<file path="src/rtl/pic_pres_pkg.sv">
package pic_pres_pkg;
  typedef enum logic [1:0] {
    REG_TPR = 2'd0,
    REG_ACK = 2'd1,
    REG_EOI = 2'd2,
    REG_SPV = 2'd3
  } reg_sel_e;

  localparam int TPR_W = 4;
  localparam logic [TPR_W-1:0] TPR_RST = '1;
endpackage

</file>
<file path="src/rtl/pic_pres_pick.sv">
// Highest-priority member of a set; strict compare keeps the lowest index on ties.
module pic_pres_pick #(
  parameter int N = 8,
  parameter int PRIO_W = 4,
  localparam int IDX_W = (N > 1) ? $clog2(N) : 1
) (
  input  logic [N-1:0]        set_i,
  input  logic [N*PRIO_W-1:0] prio_i,
  output logic                valid_o,
  output logic [IDX_W-1:0]    idx_o,
  output logic [PRIO_W-1:0]   prio_o
);
  always_comb begin
    valid_o = 1'b0;
    idx_o   = '0;
    prio_o  = '0;
    for (int i = 0; i < N; i++) begin
      if (set_i[i] && (!valid_o || prio_i[i*PRIO_W +: PRIO_W] > prio_o)) begin
        valid_o = 1'b1;
        idx_o   = IDX_W'(i);
        prio_o  = prio_i[i*PRIO_W +: PRIO_W];
      end
    end
  end
endmodule

</file>
<file path="src/rtl/pic_pres_regs.sv">
module pic_pres_regs
  import pic_pres_pkg::*;
#(
  parameter int VEC_W = 8,
  parameter int DATA_W = 32
) (
  input  logic              clk_i,
  input  logic              rst_ni,
  input  logic              bus_re_i,
  input  logic              bus_we_i,
  input  logic [1:0]        bus_addr_i,
  input  logic [DATA_W-1:0] bus_wdata_i,
  input  logic [VEC_W-1:0]  ack_data_i,
  output logic [DATA_W-1:0] bus_rdata_o,
  output logic [TPR_W-1:0]  tpr_o,
  output logic [VEC_W-1:0]  spv_o,
  output logic              ack_rd_o,
  output logic              eoi_wr_o
);
  reg_sel_e sel;
  logic unused_wdata;

  assign sel          = reg_sel_e'(bus_addr_i);
  assign ack_rd_o     = bus_re_i && (sel == REG_ACK);
  assign eoi_wr_o     = bus_we_i && (sel == REG_EOI);
  assign unused_wdata = ^bus_wdata_i;

  always_ff @(posedge clk_i or negedge rst_ni) begin
    if (!rst_ni) begin
      tpr_o <= TPR_RST;
      spv_o <= '1;
    end else if (bus_we_i) begin
      if (sel == REG_TPR) tpr_o <= bus_wdata_i[TPR_W-1:0];
      if (sel == REG_SPV) spv_o <= bus_wdata_i[VEC_W-1:0];
    end
  end

  always_comb begin
    bus_rdata_o = '0;
    if (bus_re_i) begin
      unique case (sel)
        REG_TPR: bus_rdata_o = DATA_W'(tpr_o);
        REG_ACK: bus_rdata_o = DATA_W'(ack_data_i);
        REG_SPV: bus_rdata_o = DATA_W'(spv_o);
        default: bus_rdata_o = '0;
      endcase
    end
  end
endmodule

</file>
<file path="src/rtl/pic_presenter.sv">
module pic_presenter
  import pic_pres_pkg::*;
#(
  parameter int N = 8,
  parameter int PRIO_W = 4,
  parameter int VEC_W = 8,
  parameter int DATA_W = 32,
  localparam int IDX_W = (N > 1) ? $clog2(N) : 1
) (
  input  logic                clk_i,
  input  logic                rst_ni,
  input  logic                dlv_valid_i,
  input  logic [IDX_W-1:0]    dlv_src_i,
  input  logic [N*PRIO_W-1:0] src_prio_i,
  input  logic [N*VEC_W-1:0]  src_vec_i,
  input  logic [N-1:0]        src_edge_i,
  input  logic [N-1:0]        act_clr_i,
  input  logic                bus_re_i,
  input  logic                bus_we_i,
  input  logic [1:0]          bus_addr_i,
  input  logic [DATA_W-1:0]   bus_wdata_i,
  output logic [DATA_W-1:0]   bus_rdata_o,
  output logic                irq_o,
  output logic [N-1:0]        act_o,
  output logic [N-1:0]        pend_clr_o
);
  localparam int CMP_W = (PRIO_W > TPR_W) ? PRIO_W : TPR_W;

  logic [N-1:0]      raised_q, svc_q, act_q;
  logic [N-1:0]      raised_d, svc_d, act_d;
  logic              irq_q, irq_d;
  logic [PRIO_W-1:0] prio [N];
  logic [VEC_W-1:0]  vec  [N];

  logic              rv, sv;
  logic [IDX_W-1:0]  ridx, sidx;
  logic [PRIO_W-1:0] rprio, sprio;

  logic [TPR_W-1:0]  tpr;
  logic [VEC_W-1:0]  spv, ack_vec;
  logic              ack, eoi;

  logic [PRIO_W-1:0] dprio;
  logic              accept, show, ack_ok, reraise, above_rest;

  for (genvar g = 0; g < N; g++) begin : g_unpack
    assign prio[g] = src_prio_i[g*PRIO_W +: PRIO_W];
    assign vec[g]  = src_vec_i[g*VEC_W +: VEC_W];
  end

  pic_pres_pick #(.N(N), .PRIO_W(PRIO_W)) u_pick_raised (
    .set_i  (raised_q),
    .prio_i (src_prio_i),
    .valid_o(rv),
    .idx_o  (ridx),
    .prio_o (rprio)
  );

  pic_pres_pick #(.N(N), .PRIO_W(PRIO_W)) u_pick_svc (
    .set_i  (svc_q),
    .prio_i (src_prio_i),
    .valid_o(sv),
    .idx_o  (sidx),
    .prio_o (sprio)
  );

  pic_pres_regs #(.VEC_W(VEC_W), .DATA_W(DATA_W)) u_regs (
    .clk_i      (clk_i),
    .rst_ni     (rst_ni),
    .bus_re_i   (bus_re_i),
    .bus_we_i   (bus_we_i),
    .bus_addr_i (bus_addr_i),
    .bus_wdata_i(bus_wdata_i),
    .ack_data_i (ack_vec),
    .bus_rdata_o(bus_rdata_o),
    .tpr_o      (tpr),
    .spv_o      (spv),
    .ack_rd_o   (ack),
    .eoi_wr_o   (eoi)
  );

  // delivery acceptance and line decision against current set state
  assign dprio  = prio[dlv_src_i];
  assign accept = dlv_valid_i && (CMP_W'(dprio) > CMP_W'(tpr)) && !raised_q[dlv_src_i];
  assign show   = accept && !(rv && (dprio < rprio)) && !(sv && (dprio < sprio));

  // acknowledge re-validation
  assign ack_ok  = rv && act_q[ridx] && (CMP_W'(rprio) > CMP_W'(tpr));
  assign ack_vec = ack_ok ? vec[ridx] : spv;

  always_comb begin
    pend_clr_o = '0;
    if (ack && rv && src_edge_i[ridx]) pend_clr_o[ridx] = 1'b1;
  end

  // raised top must exceed every in-service entry that survives the EOI
  always_comb begin
    above_rest = 1'b1;
    for (int i = 0; i < N; i++) begin
      if (svc_q[i] && (IDX_W'(i) != sidx) && !(rprio > prio[i])) above_rest = 1'b0;
    end
  end
  assign reraise = eoi && sv && rv && above_rest;

  always_comb begin
    raised_d = raised_q;
    svc_d    = svc_q;
    act_d    = act_q & ~act_clr_i;
    irq_d    = irq_q;
    if (ack) begin
      irq_d = 1'b0;
      if (rv) begin
        raised_d[ridx] = 1'b0;
        if (ack_ok) svc_d[ridx] = 1'b1;
        if (!ack_ok || src_edge_i[ridx]) act_d[ridx] = 1'b0;
      end
    end
    if (eoi && sv) svc_d[sidx] = 1'b0;
    if (accept) begin
      raised_d[dlv_src_i] = 1'b1;
      act_d[dlv_src_i]    = 1'b1;
    end
    if (show || reraise) irq_d = 1'b1;
  end

  always_ff @(posedge clk_i or negedge rst_ni) begin
    if (!rst_ni) begin
      raised_q <= '0;
      svc_q    <= '0;
      act_q    <= '0;
      irq_q    <= 1'b0;
    end else begin
      raised_q <= raised_d;
      svc_q    <= svc_d;
      act_q    <= act_d;
      irq_q    <= irq_d;
    end
  end

  assign irq_o = irq_q;
  assign act_o = act_q;
endmodule

</file>
<file path="config.mk">
export PLATFORM = sky130hd
export DESIGN_NAME = pic_presenter
export DESIGN_NICKNAME = d
export VERILOG_FILES = /design/src/rtl/pic_pres_pkg.sv /design/src/rtl/pic_pres_pick.sv /design/src/rtl/pic_pres_regs.sv /design/src/rtl/pic_presenter.sv
export SDC_FILE = /design/constraint.sdc
export NUM_CORES = 1
export LEC_CHECK = 0
export BUFFER_PORTS_ARGS = -buffer_cell sky130_fd_sc_hd__buf_2
export CORE_MARGIN = 2
export CORE_UTILIZATION = 45
export DETAILED_ROUTE_END_ITERATION = 7
export PLACE_DENSITY = 0.71
export SLEW_MARGIN = 20
export SYNTH_ARGS = -nofsm -noshare
export SYNTH_HDL_FRONTEND = slang
export SYNTH_SLANG_ARGS = --single-unit
</file>
<file path="constraint.sdc">
create_clock -name clk_i -period 41.1 [get_ports clk_i]
set_input_delay 2.055 -clock clk_i [delete_from_list [all_inputs] [get_ports clk_i]]
set_output_delay 2.055 -clock clk_i [all_outputs]
set_load 0.05 [all_outputs]
</file>
==> metrics.cfg <==
[floorplan]
boundaryPins = 203
chipHeight_um = 127
effective_utilization_at_floorplan = 0.454
floorplan.die_area_mm2 = 0.0162
die_x_um = 127
std_cell_rows = 45
design.core.area_mm2 = 0.0150

[yosys]
synth_compound_area_frac = 0.278
unique_masters_post_synth = 88
synth-seq-cells = 37
yosysWarnings = 0
ys.flop_type = dfrtp_1
yosysSeqAreaShare = 0.138
yosys.area_share.xor_xnor = 0
synth-edff-count = 0
avgSynthCellArea_um2 = 7.72
adder_cell_share_of_the_synthesized_area = 0.185
synthCells = 884
synth_top_family_by_area = compound AO/OA/AOI/OAI gates
synth.mux.area_fraction = 0.0942
asyncSetResetFlopFracSynth = 1.00
syn_area_mm2 = 0.00683
synth_largest_area_cell = ha_1
synthDominantCellAreaShare = 0.185
simple_gate_area_share_of_the_yosys_netlist = 0.218
cell_types_occupying_the_most_area_after_synthesis = ha_1, dfrtp_1, mux2_2

[global_route]
globalRouteTotalUtil = 0.279
via_count_of_the_first_global_routing_pass = 6984
grt_start_max_net_pins = 38
grt_pass1_wl_um = 36300
residual_overflow_from_global_routing = 0
antenna_violations_before_repair = 0

[final_layout]
layout.cells.most_common_list = buf_2, ha_1, nand2_1
nets = 1274
areaGrowthSynthToFinish_pct = 14.3
diodes = 0
layout_commonest_cell = buf_2
final_layout_size_suffix_gt1_frac = 0.237

[hold_path]
min_to = act_o[3]
hold_path_depth = 2
worst_hold_startpoint = act_o[3]
worstHoldPathType = register to register

[clock_network]
cts_buffers = 5
clock_tree.buffer_depth = 2
cts_resized = 0
cts.sinks = 37
clkSlewWorstSetupHoldPaths_ns = 0.05
cts_htree_levels = 2
cts_hold_repair.buffers = 0
root_buffer_master = clkbuf_16
cts_tree = yes
post_cts_buffers = 0
clkLatencyLatePin_ns = 0.29

[timing]
finalCritPeriodShare = 0.476
timing.slew.headroom = 0.297
finalMaxSlewViolations = 0
setup_violations = 0
report.final.hold_viol_count = 0
largest_clock_skew_in_the_final_design_ns = 0.00260
min_period_ns = 19.57
grt_setup_unrepaired = false
sum_of_negative_setup_slack_ns = 0
worstMarginPinSlew_ns = 1.05
timing.fmax_mhz = 51.1

[setup_path]
startpoint_class = input port
ff2ff_path_depth = 55
critPathKind = input port to primary output
r2r_setup_slack_ns = 25.20
crit-reg2reg-capture = act_o[3]
critical_path_peak_fanout = 18
req_time_crit_path_ns = 39.04
worst_path_max_delay_cell = a21boi_1
critical-path-top-cell-by-count = ha_1
path_delay_family = compound AO/OA/AOI/OAI gates
r2r_start = raised_q[0]
critPathMaxStageDelay_ns = 0.93
worst_setup_path_startpoint = src_prio_i[3]
arrival_ns = 17.51
end_kind = primary output
critical_path_buf_inv_count = 5

[drt]
route.vias.total = 7387
detail_route.iter0.violations = 607
route.detailed.drc = 0
drt_pre_antenna_iters = 5
vias_per_cell = 6.12
detail-route-antenna-nets = 0
detail_route.wl_per_cell_um = 19.1
drt_wl_total_um = 23100

[placement]
gp_congestion = 0.924
dpl.hpwl_um = 19000
io_buffer_count = 154

[job]
timing.max_cap.violations = 0

[outcome]
outcome = complete, no violations

-- Yosys cell counts, types with 6 or more instances --
| library cell | instances |
|---|---|
| mux4_2 | 6 |
| clkbuf_1 | 22 |
| and4_1 | 7 |
| nand2_1 | 76 |
| inv_1 | 65 |
| nor2_1 | 71 |
| o21a_1 | 14 |
| a22oi_1 | 6 |
| buf_4 | 25 |
| ha_1 | 101 |
| and2_1 | 12 |
| a32oi_1 | 6 |
| a31oi_1 | 11 |
| o211ai_1 | 20 |
| dfstp_2 | 12 |
| nand2b_1 | 23 |
| a21oi_1 | 62 |
| nand4_1 | 19 |
| nand3_1 | 21 |
| mux2i_1 | 17 |
| dfrtp_1 | 25 |
| nor2b_1 | 20 |
| a21o_1 | 12 |
| nor3_1 | 16 |
| mux2_2 | 30 |
| o31ai_1 | 7 |
| a211oi_1 | 10 |
| o21ai_0 | 66 |
-- per-stage QoR --
| step | hold slack [ns] | setup slack [ns] | instances | utilization | instance area [um2] |
|---|---|---|---|---|---|
| after floorplan | 0.494 | 24.23 | 907 | - | 6910 |
| after global placement | 0.529 | 22.12 | 1200 | 0.507 | 7620 |
| after detailed placement | 0.538 | 22.07 | 1200 | 0.507 | 7620 |
| after CTS | 0.572 | 21.96 | 1208 | 0.519 | 7800 |
| after global routing | 0.595 | 20.66 | 1208 | 0.519 | 7800 |
| final | 0.576 | 21.53 | 1208 | 0.519 | 7800 |
-- worst max-delay path by stage --
| stage | endpoint | slack (ns) | cells after the start |
|---|---|---|---|
| after floorplan | bus_rdata_o[4] | 24.23 | 58 |
| after global placement | bus_rdata_o[4] | 22.12 | 57 |
| after detailed placement | bus_rdata_o[4] | 22.07 | 57 |
| after CTS | bus_rdata_o[4] | 21.96 | 57 |
| after global routing | bus_rdata_o[4] | 20.66 | 56 |
| final | bus_rdata_o[4] | 21.53 | 57 |
-- tightest hold or removal path, delay by kind of cell (launching register included) --
kind / cells / cell delay [ns]
flip-flops: 1 / 0.39
AND/OR/NAND/NOR: 1 / 0.09
AO/OA/AOI/OAI: 1 / 0.06
-- layer usage --
layer	global-route usage	up-vias	routed length (um)
li1	-	3535	-
met1	0.391	3470	10200
met2	0.458	331	10800
met3	0.0385	51	1590
met4	0.0640	0	533
met5	0	-	0
-- final cells by class --
type | count | area, um2
repair buffers | 160 | 816
well taps | 188 | 235
multi-input cells | 750 | 5390
inverters | 65 | 244
fillers | 1499 | 7230
clock inverters | 1 | 30.0
flip-flops and latches | 37 | 941
clock buffers | 7 | 143
-- registers in the layout, summed over array words and instances, names as in the netlist --
register and count:
raised_q 8, svc_q 8, u_regs.spv_o 8, act_o 8, u_regs.tpr_o 4, irq_o 1
-- cell families after synthesis --
group                    count (synthesis)
flip-flops                              37
AND/OR/NAND/NOR                        293
adder cells (fa/ha/maj)                101
buffers and inverters                  120
multiplexers                            53
other                                    1
AO/OA/AOI/OAI                          279
Power is left out: the tool's default activity adds up to more than one toggle a clock period on the data nets, which glitch-free logic cannot reach.
